==> config.mk <==
export PLATFORM = sky130hd
export DESIGN_NAME = cc_timer
export DESIGN_NICKNAME = d
export VERILOG_FILES = /design/src/rtl/cct_pkg.sv /design/src/rtl/cct_counter.sv /design/src/rtl/cct_match.sv /design/src/rtl/cct_route.sv /design/src/rtl/cc_timer.sv
export SDC_FILE = /design/constraint.sdc
export NUM_CORES = 1
export LEC_CHECK = 0
export BUFFER_PORTS_ARGS = -buffer_cell sky130_fd_sc_hd__buf_4
export CAP_MARGIN = 25
export CORE_MARGIN = 1
export CORE_UTILIZATION = 48
export DETAILED_ROUTE_END_ITERATION = 6
export GPL_TIMING_DRIVEN = 0
export MAX_ROUTING_LAYER = met4
export PLACE_DENSITY = 0.86
export SETUP_SLACK_MARGIN = 0.2
export SLEW_MARGIN = 0
export SYNTH_ARGS = -nofsm -noshare
export SYNTH_HDL_FRONTEND = slang
export SYNTH_SLANG_ARGS = --single-unit
==> constraint.sdc <==
create_clock -name clk -period 2.7 [get_ports clk]
set_clock_uncertainty 0.15 [all_clocks]
set_input_delay 0.27 -clock clk [delete_from_list [all_inputs] [get_ports clk]]
set_output_delay 0.27 -clock clk [all_outputs]
set_load 0.05 [all_outputs]
==> src/rtl/cct_pkg.sv <==
package cct_pkg;
    typedef struct packed {
        logic pend;
        logic ti;
    } irq_state_t;

    localparam int RST_COUNT = 1;
endpackage

==> src/rtl/cct_counter.sv <==
module cct_counter #(
    parameter int W = 32
) (
    input  logic         clk,
    input  logic         rst_n,
    input  logic         tick_en,
    input  logic         freeze,
    input  logic         wr_en,
    input  logic [W-1:0] wr_data,
    output logic [W-1:0] count_q,
    output logic         inc_fire
);
    logic [W-1:0] count_d;

    always_comb begin
        inc_fire = tick_en && !freeze && !wr_en;
        count_d  = count_q;
        if (wr_en)
            count_d = wr_data;
        else if (inc_fire)
            count_d = count_q + W'(1);
    end

    always_ff @(posedge clk or negedge rst_n) begin
        if (!rst_n)
            count_q <= W'(cct_pkg::RST_COUNT);
        else
            count_q <= count_d;
    end
endmodule

==> src/rtl/cct_match.sv <==
module cct_match #(
    parameter int W = 32
) (
    input  logic         clk,
    input  logic         rst_n,
    input  logic [W-1:0] count,
    input  logic         inc_fire,
    input  logic         cmp_we,
    input  logic [W-1:0] cmp_wdata,
    input  logic         rev2,
    output logic         pend_o,
    output logic         ti_o
);
    import cct_pkg::*;

    logic [W-1:0] cmp_d, cmp_q;
    irq_state_t   st_d, st_q;
    logic         hit;

    always_comb begin
        hit   = inc_fire && ((count + W'(1)) == cmp_q);
        cmp_d = cmp_we ? cmp_wdata : cmp_q;
        st_d  = st_q;
        if (cmp_we)
            st_d.pend = 1'b0;
        else if (hit)
            st_d.pend = 1'b1;
        if (rev2) begin
            if (cmp_we)
                st_d.ti = 1'b0;
            else if (hit)
                st_d.ti = 1'b1;
        end
    end

    always_ff @(posedge clk or negedge rst_n) begin
        if (!rst_n) begin
            cmp_q <= '0;
            st_q  <= '0;
        end else begin
            cmp_q <= cmp_d;
            st_q  <= st_d;
        end
    end

    assign pend_o = st_q.pend;
    assign ti_o   = st_q.ti;
endmodule

==> src/rtl/cct_route.sv <==
module cct_route #(
    parameter int LINES = 8,
    localparam int SEL_W = $clog2(LINES)
) (
    input  logic             pend,
    input  logic [SEL_W-1:0] sel,
    output logic [LINES-1:0] irq
);
    for (genvar i = 0; i < LINES; i++) begin : g_line
        assign irq[i] = pend && (sel == SEL_W'(i));
    end
endmodule

==> src/rtl/cc_timer.sv <==
module cc_timer #(
    parameter int W = 32,
    parameter int LINES = 8,
    localparam int SEL_W = $clog2(LINES)
) (
    input  logic             clk,
    input  logic             rst_n,
    input  logic             tick_en,
    input  logic             cnt_we,
    input  logic [W-1:0]     cnt_wdata,
    input  logic             cmp_we,
    input  logic [W-1:0]     cmp_wdata,
    input  logic             freeze,
    input  logic [SEL_W-1:0] line_sel,
    input  logic             rev2,
    output logic [W-1:0]     count_o,
    output logic             ti_o,
    output logic [LINES-1:0] irq_o
);
    logic inc_fire;
    logic pend;

    cct_counter #(.W(W)) u_cnt (
        .clk(clk), .rst_n(rst_n), .tick_en(tick_en), .freeze(freeze),
        .wr_en(cnt_we), .wr_data(cnt_wdata),
        .count_q(count_o), .inc_fire(inc_fire)
    );

    cct_match #(.W(W)) u_match (
        .clk(clk), .rst_n(rst_n), .count(count_o), .inc_fire(inc_fire),
        .cmp_we(cmp_we), .cmp_wdata(cmp_wdata), .rev2(rev2),
        .pend_o(pend), .ti_o(ti_o)
    );

    cct_route #(.LINES(LINES)) u_route (
        .pend(pend), .sel(line_sel), .irq(irq_o)
    );
endmodule

==> impl_metrics.yaml, run 1 <==
outcome:
  status: "complete, but fails checks"
  violations: "hold timing, setup timing"
clock_network:
  cts_htree_levels: 3
  insertion_delay_ps: 360
  cts_root_buffer: "clkbuf_8"
  cts-buffers-inserted: 9
  clkTransAtPathRegs_ps: 70
  clockBufferDepth: 2
  clock-sinks: 66
  cts_tree: "done"
timing:
  period_share_pct: 107.6
  max_freq_mhz: 344.2
  rsz0062_at_grt: "yes"
  report.final.slew_viol_count: 0
  max_slew.worst_pin.slew_ps: 833.6
  setup-violations-final: 4
  tns_ps: -504.6
  fin_ws_ps: -205.5
  relSlewSlack_pct: 44.43
  timing.hold.ws_ps: -4.036
  period_minus_slack_ps: 2906
  hold_viol_final: 1
grt:
  grt_pass1_vias: 4130
  grt_start_max_net_pins: 67
  grt_use_total_pct: 31.52
  antenna_found_initial: 0
  grt_pass1_wl_um: 20770
  overflow: 0
placement:
  io_buffers: 113
  place_ws_ps: -458.2
  globalplace.congestion: 0.9165
  hpwl_um: 8791
  placedCellCount: 662
setup_path:
  cpPeakStageDelay_ps: 590
  crit_family: "simple AND/OR/NAND/NOR gates"
  worstPathCellList: "buf_6, nand4_1, or4_4, buf_6, nor4_4, o22ai_2, nor4_1, nand4_1, a2111oi_4, o21ba_1"
  ff2ff_path_depth: 10
  cp_max_fo: 2
  critPathLaunchType: "flip-flop"
  crit_type: "flip-flop to flip-flop"
  cp-end-kind: "flip-flop"
  cp_num_buf_inv: 2
  path_depth: 10
  required_ps: 2850
  crit_arrival_ps: 3050
  cpMaxStageDelayCell: "or4_4"
routing:
  drt-vias-per-instance: 5.671
  routed_wl_um: 13470
  ant_nets: 0
  drtPass1Iterations: 5
  drt-wirelength-per-cell_um: 18.03
  route.vias.total: 4236
  drtIter0Drc: 344
  drt_drc_violations_left: 0
synthesis:
  synth-seq-cells: 66
  synth.top_cell.area_share_pct: 39.13
  ys_seq_area_share_pct: 39.77
  yosys.area.top_type: "dfrtp_1"
  synth_cell_types: 51
  synth-compound-area-share_pct: 8.790
  ys_async_sr_fraction_pct: 100.0
  synthCells: 444
  ys.flop_type: "dfrtp_1"
  yosysWarnings: 0
  yosysMostFrequentCell: "dfrtp_1"
  syn_nets: 519
  synth_edf_count: 0
  synthTopCellsByArea: "dfrtp_1 (39%), xnor2_1 (11%), mux2_2 (8.7%)"
  synth.area.mux_share_pct: 10.11
  synth.avg_cell_area_um2: 9.361
  yosys.area_share.simple_pct: 21.85
  synth_top_family_by_area: "simple AND/OR/NAND/NOR gates"
  synth_area_mm2: 0.004156
  synthAdderAreaFrac_pct: 0.3010
  synthTopCellsByCount: "dfrtp_1 (65), nand2_1 (62), xnor2_1 (50)"
  synth_xor_area_share_pct: 16.01
cells_and_area:
  finish.utilization_pct: 75.09
  final_cells: 747
  area_growth_pct: 49.94
  drive_above_1_share_pct: 39.72
  n_antenna_cell: 0
  finish.net_count: 712
floorplan:
  start_util_pct: 50.08
  coreArea_mm2: 0.008299
  rows: 33
  die-area_mm2: 0.009035
  die_w_um: 95.06
  die_h_um: 95.06
  io_pins: 115
pwr:
  ir_worst_vdd_mv: 0.2661
  p_seq_share_pct: 41.8
  power_switching_share_pct: 35.53
  clkPwrFrac_pct: 25.5
  power.share.combinational_pct: 32.7
  p_int_uw: 1864
  switchingPower_uw: 1027
  leakagePower_uw: 0.002579
  p_per_area_mw_per_mm2: 464.0
job:
  cap_violations: 0
worst_hold_path:
  holdPathStages: 3
  worst_hold_path_type: "primary input to flip-flop"
-- state kept, by name, summed over array words and instances (netlist names) --
| signal | count |
|---|---|
| u_match.ti_o | 1 |
| u_match.cmp_q | 32 |
| u_match.pend_o | 1 |
| u_cnt.count_q | 32 |
-- cells by family after synthesis --
logic type / count (synthesis)
fa+ha+maj: 1
simple gates: 172
xor+xnor: 76
buf+inv: 31
mux: 38
flops: 66
compound gates: 60
-- tightest hold or removal path, stage by stage --
cell and delay [ps]:
buf_4 80, nand2_1 40, o21ai_0 70
-- layer usage --
metal  wire length, um  up-vias  track usage (%)  part of all wire [%]
met5                 0        -                -                     0
met1              5588     2056            39.24                    42
met3               863       41            6.300                   6.4
met2              6653      206            51.50                    49
met4               359        0            10.23                   2.7
li1                  -     1933                -                     -
-- metrics by stage --
| step | power (uW) | instance area, um2 |
|---|---|---|
| detailed placement | 2028 | 5190 |
| global route | 3008 | 6232 |
| CTS | 2842 | 6072 |
| finish | 2892 | 6232 |
| global placement | 1999 | 5190 |
| floorplan | 1729 | 4210 |
-- path summary, 6_finish.rpt --
path	startpoint	endpoint	slack (ps)
min in group asynchronous	rst_n	u_match.cmp_q[2]	430
max in group asynchronous	rst_n	u_cnt.count_q[19]	1380
hold reg to reg	u_match.ti_o	u_match.ti_o	370
setup reg to reg	u_cnt.count_q[17]	u_match.pend_o	-210
hold / removal	cnt_wdata[28]	u_cnt.count_q[28]	-4
setup / recovery	u_cnt.count_q[17]	u_match.pend_o	-210
-- layout make-up --
| class | instances | area, um2 |
|---|---|---|
| multi-input cells | 347 | 2592 |
| repair buffers | 182 | 1484 |
| flip-flops and latches | 66 | 1674 |
| well taps | 105 | 131.4 |
| fillers | 544 | 2067 |
| plain buffers | 28 | 175.2 |
| clock inverters | 3 | 15.01 |
| inverters | 3 | 11.26 |
| clock buffers | 13 | 148.9 |
-- power by group through the flow --
stage	sequential, uW	combinational (uW)	clock (uW)
2_1_floorplan	1350	381	0
5_1_grt	1220	1010	782
4_1_cts	1200	900	742
3_3_place_gp	1210	784	0
3_5_place_dp	1220	806	0
6_report	1210	944	738
-- cell usage in the layout, fill, tap and decap left out, types with 4 or more instances in the layout --
| master | count |
|---|---|
| buf_4 | 139 |
| nand2_1 | 62 |
| dfrtp_1 | 48 |
| xnor2_1 | 47 |
| dlygate4sd3_1 | 44 |
| mux2_2 | 32 |
| o21ai_0 | 31 |
| xor2_1 | 25 |
| nor2_1 | 22 |
| dfrtp_2 | 17 |
| clkbuf_1 | 14 |
| nor3_1 | 13 |
| nand3_1 | 10 |
| clkbuf_8 | 10 |
| buf_6 | 7 |
| nand4_1 | 7 |
| nand2b_1 | 5 |
| o21ai_1 | 5 |
| mux2i_1 | 5 |
| a21oi_1 | 5 |
| nor4_4 | 4 |
| nor4_1 | 4 |
| o211ai_1 | 4 |
-- timing repair --
item                       CTS  global route
hold endpoints to repair   105             3
resized for setup           39            22
pin swaps                   17            11
setup buffers               18             7
setup endpoints to repair   13            10
hold buffers                41             3
Note: power is estimated with default switching activity, not from simulation.
==> inputs of run 2 (changes only) <==
--- a/config.mk
+++ b/config.mk
@@ -10,7 +10,6 @@
 export CORE_MARGIN = 1
 export CORE_UTILIZATION = 48
 export DETAILED_ROUTE_END_ITERATION = 6
-export GPL_TIMING_DRIVEN = 0
 export MAX_ROUTING_LAYER = met4
 export PLACE_DENSITY = 0.86
 export SETUP_SLACK_MARGIN = 0.2
==> run 2 against run 1 <==
  * The flow finishes with violations (setup timing)
  * Critical path depth shrank 2
  * Sequential share of layout area increased by 0.42 points
  * Clock-buffer cell count is the same
  * First-iteration DRC count decreased by 51%
  * Non-clock buffer count down 1
  * Power shrank 0.94%
  * Combinational power barely moved
  * Largest cell class unchanged
  * Largest power group unchanged
==> impl_metrics.yaml, run 2 (synthesis results as in run 1) <==
routing:
  drt-wirelength-per-cell_um: 17.43
  ant_nets: 0
  drt-vias-per-instance: 5.540
  route.vias.total: 4133
  drt_drc_violations_left: 0
  drtIter0Drc: 168
  drtPass1Iterations: 4
  routed_wl_um: 13010
timing:
  period_minus_slack_ps: 2778
  fin_ws_ps: -78.27
  tns_ps: -148.3
  setup-violations-final: 2
  hold_viol_final: 0
  relSlewSlack_pct: 41.51
  max_freq_mhz: 359.9
  max_slew.worst_pin.slew_ps: 877.3
  report.final.slew_viol_count: 0
  period_share_pct: 102.9
  rsz0062_at_grt: "yes"
setup_path:
  critPathLaunchType: "flip-flop"
  required_ps: 2830
  cpMaxStageDelayCell: "or4_4"
  cp-end-kind: "flip-flop"
  cpPeakStageDelay_ps: 510
  crit_type: "flip-flop to flip-flop"
  crit_arrival_ps: 2910
  worstPathCellList: "nand4_1, or4_4, or4_4, mux2i_1, nor4_1, nand4_1, a2111oi_4, o21a_1"
  cp_max_fo: 2
cells_and_area:
  drive_above_1_share_pct: 39.47
  area_growth_pct: 47.50
  final_cell_mix: "buf_4 (166), nand2_1 (62), xnor2_1 (50)"
  fin_area_mm2: 0.006131
  finish.net_count: 711
  reg_top3: "u_cnt.count_q x32, u_match.cmp_q x32"
  final_common_cell: "buf_4"
  n_antenna_cell: 0
  finish.utilization_pct: 73.87
clock_network:
  insertion_delay_ps: 350
  cts_htree_levels: 3
  clockBufferDepth: 2
  clock-sinks: 66
  cts_tree: "done"
  cts_root_buffer: "clkbuf_8"
  cts-buffers-inserted: 9
  post_cts_buffers: 0
  clkTransAtPathRegs_ps: 70
pwr:
  ir_worst_vdd_mv: 0.2761
  p_per_area_mw_per_mm2: 467.2
  total_power_uw: 2865
  leakagePower_uw: 0.002573
placement:
  hpwl_um: 9095
  io_buffers: 114
  globalplace.congestion: 0.8717
  dpl_cell_area_mm2: 0.005446
grt:
  grt_pass1_wl_um: 20420
  grt_start_max_net_pins: 67
  grt_pass1_vias: 4194
  overflow: 0
  grt_use_total_pct: 30.64
  antenna_found_initial: 0
floorplan:
  io_pins: 115
  start_util_pct: 50.08
  die_w_um: 95.06
  coreArea_mm2: 0.008299
  die_h_um: 95.06
  rows: 33
  die-area_mm2: 0.009035
outcome:
  status: "complete, but fails checks"
  violations: "setup timing"
job:
  cap_violations: 0
worst_hold_path:
  worst_hold_path_type: "primary input to flip-flop"
[run 2: cell types whose count changed in the layout (fill, tap and decap cells not counted), moves of 3 or more]
cell      delta
xnor2_1      +3
o21ai_0      +6
clkbuf_2     -3
clkbuf_1    -11
xnor2_2      -3
o21ai_1      -5
buf_6        -6
buf_4       +27
[run 2: power breakdown]
part	switching (uW)	leakage [uW]	total [uW]	internal (uW)
logic	515	0.00171	942	428
clock network	376	0.0000872	731	355
registers	105	0.000772	1190	1090
[run 2: critical path: cells and delay by family (launching register included)]
family	cells	cell delay, ps
AO/OA/AOI/OAI	2	420
flip-flops	1	380
multiplexers	1	150
AND/OR/NAND/NOR	5	1630
[run 2: layer usage]
layer | wire length, um | GRT usage, % | up-vias
met2 | 6416 | 49.04 | 155
met5 | 0 | - | -
met1 | 5701 | 39.53 | 2021
li1 | - | - | 1931
met3 | 666 | 5.183 | 26
met4 | 221 | 10.10 | 0
[run 2: cell type report]
type / instances / area (um2)
clock buffer: 13 / 148.9
clock inverter: 3 / 15.01
fill: 570 / 2168
inverter: 3 / 11.26
multi-input combinational: 347 / 2474
sequential: 66 / 1673
tap: 105 / 131.4
timing repair buffer: 209 / 1678
[run 2: per-stage QoR]
stage / std cells / hold slack (ps) / setup WS, ps
2_1_floorplan: 444 / -175.6 / -303.9
3_3_place_gp: 688 / 257.6 / 16.20
3_5_place_dp: 688 / 285.9 / -44.44
4_1_cts: 746 / 0.6162 / -50.52
5_1_grt: 746 / 2.467 / -136.8
6_report: 746 / 7.893 / -78.27
[run 2: what timing repair did]
| item | in CTS | in global routing |
|---|---|---|
| hold endpoints to repair | 106 | 0 |
| pin swaps | 1 | 1 |
| hold buffers | 42 | 0 |
| setup endpoints to repair | 3 | 6 |
| resized for setup | 2 | 16 |
[run 2: worst paths after layout]
path                                   startpoint                 to  slack, ps  cells past startpoint
worst max-delay path            u_cnt.count_q[24]       u_match.ti_o        -80                      8
worst min-delay path                cmp_wdata[18]  u_match.cmp_q[18]          8                      2
worst max register to register  u_cnt.count_q[24]       u_match.ti_o        -80                      8
worst min register to register  u_match.cmp_q[15]  u_match.cmp_q[15]        380                      1
max in group asynchronous                   rst_n  u_cnt.count_q[12]       1310                      2
min in group asynchronous                   rst_n   u_match.cmp_q[3]        420                      2
